--- src/rtl/dbnc_pkg.sv ---
package dbnc_pkg;

    // Width of the shared stable-time register (milliseconds).
    localparam int CNT_W = 8;
    // Pins served by one port.
    localparam int PINS = 8;

    typedef logic [CNT_W-1:0] cnt_t;

    // State of one pin's filter.
    typedef struct packed {
        logic filt;
        cnt_t ctr;
    } lane_t;

    // Next state of one pin's filter.
    function automatic lane_t lane_next(
        input lane_t cur,
        input logic  raw,
        input logic  tick,
        input cnt_t  limit,
        input logic  bypass
    );
        lane_t nxt;
        logic [CNT_W:0] reached;
        nxt     = cur;
        reached = {1'b0, cur.ctr} + {{CNT_W{1'b0}}, 1'b1};
        if (bypass) begin
            nxt.filt = raw;
            nxt.ctr  = '0;
        end else if (raw == cur.filt) begin
            nxt.ctr = '0;
        end else if (tick) begin
            if (reached >= {1'b0, limit}) begin
                nxt.filt = raw;
                nxt.ctr  = '0;
            end else begin
                nxt.ctr = reached[CNT_W-1:0];
            end
        end
        return nxt;
    endfunction

endpackage

--- src/rtl/dbnc_cfg.sv ---
module dbnc_cfg
    import dbnc_pkg::*;
#(
    parameter int NUM_PINS = PINS
) (
    input  logic                  clk,
    input  logic                  rst,
    input  logic                  cnt_we,
    input  cnt_t                  cnt_wdata,
    input  logic                  en_we,
    input  logic [2*NUM_PINS-1:0] en_wdata,
    output cnt_t                  count_q,
    output logic [NUM_PINS-1:0]   enable_q
);

    always_ff @(posedge clk) begin
        if (rst) begin
            count_q <= '0;
        end else if (cnt_we) begin
            count_q <= cnt_wdata;
        end
    end

    // Masked write: upper half selects, lower half supplies the value.
    for (genvar i = 0; i < NUM_PINS; i++) begin : g_en
        always_ff @(posedge clk) begin
            if (rst) begin
                enable_q[i] <= 1'b0;
            end else if (en_we && en_wdata[NUM_PINS+i]) begin
                enable_q[i] <= en_wdata[i];
            end
        end
    end

    a_r1_count_hold: assert property (@(posedge clk) disable iff (rst)
        !cnt_we |=> count_q == $past(count_q));

    a_r2_unselected_hold: assert property (@(posedge clk) disable iff (rst)
        en_we |=> ((enable_q ^ $past(enable_q)) & ~$past(en_wdata[2*NUM_PINS-1:NUM_PINS])) == '0);

    a_r2_no_write_hold: assert property (@(posedge clk) disable iff (rst)
        !en_we |=> enable_q == $past(enable_q));

endmodule

--- src/rtl/dbnc_lane.sv ---
module dbnc_lane
    import dbnc_pkg::*;
(
    input  logic clk,
    input  logic rst,
    input  logic tick,
    input  logic raw,
    input  logic enable,
    input  cnt_t limit,
    output logic filt_out
);

    lane_t st_q;
    logic  bypass;

    assign bypass = !enable || (limit == '0);

    always_ff @(posedge clk) begin
        if (rst) begin
            st_q.filt <= raw;
            st_q.ctr  <= '0;
        end else begin
            st_q <= lane_next(st_q, raw, tick, limit, bypass);
        end
    end

    assign filt_out = bypass ? raw : st_q.filt;

    // while bypassed the stored state tracks the raw level.
    a_r3_bypass_track: assert property (@(posedge clk) disable iff (rst)
        bypass |=> st_q.filt == $past(raw));

    a_r7_no_tick_hold: assert property (@(posedge clk) disable iff (rst)
        (!bypass && !tick) |=> st_q.filt == $past(st_q.filt));

    a_r6_match_clear: assert property (@(posedge clk) disable iff (rst)
        (!bypass && raw == st_q.filt) |=> st_q.ctr == '0);

    a_r5_ctr_step: assert property (@(posedge clk) disable iff (rst)
        (!bypass && tick && raw != st_q.filt) |=>
            (st_q.ctr == '0 || {1'b0, st_q.ctr} == {1'b0, $past(st_q.ctr)} + 1'b1));

endmodule

--- src/rtl/port_debounce.sv ---
module port_debounce
    import dbnc_pkg::*;
#(
    parameter int NUM_PINS = PINS,
    localparam int SEL_W   = 2 * NUM_PINS
) (
    input  logic                clk,
    input  logic                rst,
    input  logic                tick_ms,
    input  logic [NUM_PINS-1:0] pin_raw,
    input  logic                cnt_we,
    input  logic [CNT_W-1:0]    cnt_wdata,
    input  logic                en_we,
    input  logic [SEL_W-1:0]    en_wdata,
    output logic [CNT_W-1:0]    cfg_count,
    output logic [NUM_PINS-1:0] cfg_enable,
    output logic [NUM_PINS-1:0] pin_filt
);

    dbnc_cfg #(.NUM_PINS(NUM_PINS)) u_cfg (
        .clk       (clk),
        .rst       (rst),
        .cnt_we    (cnt_we),
        .cnt_wdata (cnt_wdata),
        .en_we     (en_we),
        .en_wdata  (en_wdata),
        .count_q   (cfg_count),
        .enable_q  (cfg_enable)
    );

    // one shared limit, one counter per pin.
    for (genvar i = 0; i < NUM_PINS; i++) begin : g_lane
        dbnc_lane u_lane (
            .clk      (clk),
            .rst      (rst),
            .tick     (tick_ms),
            .raw      (pin_raw[i]),
            .enable   (cfg_enable[i]),
            .limit    (cfg_count),
            .filt_out (pin_filt[i])
        );
    end

    a_r3_disabled_pass: assert property (@(posedge clk) disable iff (rst)
        ((pin_filt ^ pin_raw) & ~cfg_enable) == '0);

endmodule

--- config.mk ---
export PLATFORM = sky130hd
export DESIGN_NAME = port_debounce
export DESIGN_NICKNAME = d
export VERILOG_FILES = /design/src/rtl/dbnc_pkg.sv /design/src/rtl/dbnc_cfg.sv /design/src/rtl/dbnc_lane.sv /design/src/rtl/port_debounce.sv
export SDC_FILE = /design/constraint.sdc
export NUM_CORES = 1
export LEC_CHECK = 0
export BUFFER_PORTS_ARGS = -buffer_cell sky130_fd_sc_hd__clkbuf_2
export CAP_MARGIN = 15
export CELL_PAD_IN_SITES_DETAIL_PLACEMENT = 0
export CELL_PAD_IN_SITES_GLOBAL_PLACEMENT = 1
export CORE_ASPECT_RATIO = 0.5
export CORE_MARGIN = 8
export CORE_UTILIZATION = 40
export DETAILED_ROUTE_END_ITERATION = 8
export GPL_ROUTABILITY_DRIVEN = 0
export PLACE_DENSITY = 0.87
export SLEW_MARGIN = 10
export SYNTH_ARGS = -nofsm -noshare
export SYNTH_HDL_FRONTEND = slang
export SYNTH_SLANG_ARGS = --single-unit
--- constraint.sdc ---
create_clock -name clk -period 2.9 [get_ports clk]
set_clock_uncertainty 0.1 [all_clocks]
set_input_delay 0.145 -clock clk [delete_from_list [all_inputs] [get_ports clk]]
set_output_delay 0.145 -clock clk [all_outputs]
set_load 0.05 [all_outputs]
==> out/qor.yml <==
final_layout:
  num-nets-final: 970
  n_antenna_cell: 0
  layout-drive-gt1-share: 0.227
  area_growth_pct: 23.7
  fill_cells: 1405
global_route:
  grtUsageTotal: 0.158
  grt_pass1_wl_mm: 27.2
  grt_start_max_net_pins: 50
  grt-ovfl-total: 0
  grt_pass1_vias: 5765
  antenna_found_initial: 0
pwr:
  power_density_mw_per_mm2: 373
  power.total_mw: 2.92
  leakagePower_nw: 3.28
  ir_drop_uv: 274
critical_path:
  cp-end-kind: "flop"
  worstPathRequired_ns: 3.06
  crit_type: "flop to flop"
  cp_max_fo: 5
  start_kind: "flop"
  r2r_cells: 12
  arrival_ns: 3.00
clocking:
  cts_tree: "done"
  clockRootBuffer: "clkbuf_16"
  clock-sinks: 88
  h-tree-depth: 3
  numCtsBuffers: 9
  clock_path_buffers: 2
  clk_pin_slew_ns: 0.06
  clk_latency_ns: 0.35
synth:
  yosysSeqAreaShare: 0.291
  async_flop_share: 0
  synth_area_sq_mm: 0.00632
  synth_area_leaders: "dfxtp_1 (25%), ha_1 (14%), nand3_1 (6.8%)"
  synth_edf_count: 8
  synth_common_cells: "nand3_1 (86), dfxtp_1 (80), nand2_1 (74), ha_1 (72), a21oi_1 (61)"
  synth.most_common_cell: "nand3_1"
  ys_ff_latch: 88
  synth_area_per_cell_sq_um: 8.49
  synth_nets: 854
  synth_ff_type: "dfxtp_1"
  yosysTopAreaCell: "dfxtp_1"
  synth.distinct_cells: 54
  synth_top_area_frac: 0.253
  synth_warnings: 0
  netlist_instances: 745
timing:
  max_slew_margin: 0.642
  slew_viol_final: 0
  worst_slew_pin_slew_ns: 0.536
  rsz0062_at_grt: "true"
  worst_slack_ns: 0.0623
  max_freq_ghz: 0.352
  fin_crit_ns: 2.84
  whs_ns: 0.0498
  tns_ns: 0
  finalSetupViolCount: 0
  period_share: 0.979
  hold_violations: 0
routing:
  vias_per_cell: 5.46
  post_drt_wl_per_cell_microns: 15.3
  num_vias: 5846
  wirelength_mm: 16.4
  drc: 0
  dr.pass1.iters: 4
  ant_nets: 0
  drt_iter0_markers: 213
die:
  die_x_microns: 194
  rows: 32
  die_area_sq_mm: 0.0203
  io-pin-count: 61
  core_sq_mm: 0.0154
  chipHeight_microns: 105
  start_util: 0.410
placed_design:
  dpl_worst_slack_ns: 0.00493
  portBuffers: 60
  place_hpwl_mm: 11.6
hold_path:
  whs_path_depth: 3
  min_path_type: "input pin to flop"
outcome:
  status: "finished clean"
run:
  maxCapViolations: 0
[area by class of cell]
class,instances,area [sq um],area share
well taps,204,255,0.0326
clock buffers,10,229,0.0293
multi-input cells,600,4330,0.553
clock inverters,6,42.5,0.00544
flip-flops and latches,88,1860,0.238
inverters,15,56.3,0.00720
repair buffers,147,1050,0.134
[worst max-delay path, stage by stage, from the launching register on]
cell and delay, ns:
dfxtp_2 0.36, ha_2 0.18, nand3_1 0.13, or2_4 0.28, xnor2_1 0.13, ha_1 0.32, and3_4 0.19, a221oi_2 0.25
o21ai_1 0.12, a41oi_2 0.26, buf_6 0.17, nand4b_1 0.10, a31oi_1 0.18
[cells by family (layout without fill, tap and decap cells)]
| family | after synthesis | after routing | share of synthesized area |
|---|---|---|---|
| buffers and inverters | 57 | 178 | 0.0499 |
| AOI/OAI and AO/OA | 154 | 154 | 0.158 |
| muxes | 16 | 16 | 0.0269 |
| xor gates and xnor gates | 51 | 51 | 0.0707 |
| and+or+nand+nor | 307 | 307 | 0.260 |
| DFF | 88 | 88 | 0.291 |
| adders and majority gates | 72 | 72 | 0.142 |
[metrics by stage]
stage | instance area [sq um] | std cells | utilization
final | 7820 | 1070 | 0.507
after global routing | 7820 | 1070 | 0.507
after CTS | 7570 | 1062 | 0.491
after detailed placement | 6970 | 1014 | 0.452
after global placement | 6970 | 1014 | 0.452
after floorplan | 6320 | 745 | -
[power by group]
part / internal [mW] / switching, mW / total, mW / leakage (nW)
Clock: 0.585 / 0.521 / 1.11 / 0.129
Sequential: 1.25 / 0.0261 / 1.27 / 0.738
Combinational: 0.214 / 0.328 / 0.541 / 2.41
Total: 2.04 / 0.875 / 2.92 / 3.28
[final timing paths]
check	start	to	slack, ns
setup / recovery	g_lane[3].u_lane.st_q[0]$_SDFFE_PP0P_	g_lane[3].u_lane.st_q[2]$_SDFFE_PP0P_	0.06
hold / removal	tick_ms	g_lane[1].u_lane.st_q[2]$_SDFFE_PP0P_	0.05
setup reg to reg	g_lane[3].u_lane.st_q[0]$_SDFFE_PP0P_	g_lane[3].u_lane.st_q[2]$_SDFFE_PP0P_	0.06
hold reg to reg	g_lane[4].u_lane.st_q[7]$_SDFFE_PP0P_	g_lane[4].u_lane.st_q[7]$_SDFFE_PP0P_	0.37
[flip-flops by register name (all words and copies together) (netlist names)]
name,cells
u_cfg.count_q,8
u_cfg.enable_q,8
g_lane.u_lane.st_q,72
[routing by layer]
layer,GRT usage,part of all wire
met2,0.281,0.48
met5,0,0
met3,0.0298,0.037
met1,0.192,0.47
met4,0.0459,0.013
[placed cells by master (no fill, tap or decap), types with 4 or more instances in the layout]
cell,netlist,layout
a32o_1,4,4
a21oi_1,61,58
o31ai_1,5,5
nand3_1,86,86
o21ai_0,5,5
xor2_1,30,29
a21o_1,17,17
and3_4,1,9
mux2_2,8,8
nand3b_1,14,14
nand4b_1,13,13
dfxtp_1,80,68
clkbuf_16,0,9
xnor2_1,21,19
o21ai_1,4,4
ha_1,72,67
dlygate4sd3_1,0,32
and3_1,17,9
o22ai_1,5,5
o211ai_1,8,8
a221oi_2,0,4
a21boi_0,8,8
a21oi_2,1,4
clkbuf_2,0,59
nor2_1,25,21
nor2_2,1,4
edfxtp_1,8,8
ha_2,0,4
a31oi_1,19,19
dfxtp_2,0,10
nand2b_1,53,53
buf_6,2,4
nand2_1,74,74
buf_4,19,51
mux2i_1,8,8
inv_1,15,15
[what timing repair did]
action                                  4_1_cts  5_1_grt
endpoints found under the hold margin        16        0
hold buffers                                 32        0
resized for setup                             2       55
cloned                                        0        2
setup buffers                                 0        6
pin swaps                                     0       29
endpoints found under the setup margin        3       60
Note: power is estimated with default switching activity, not from simulation.
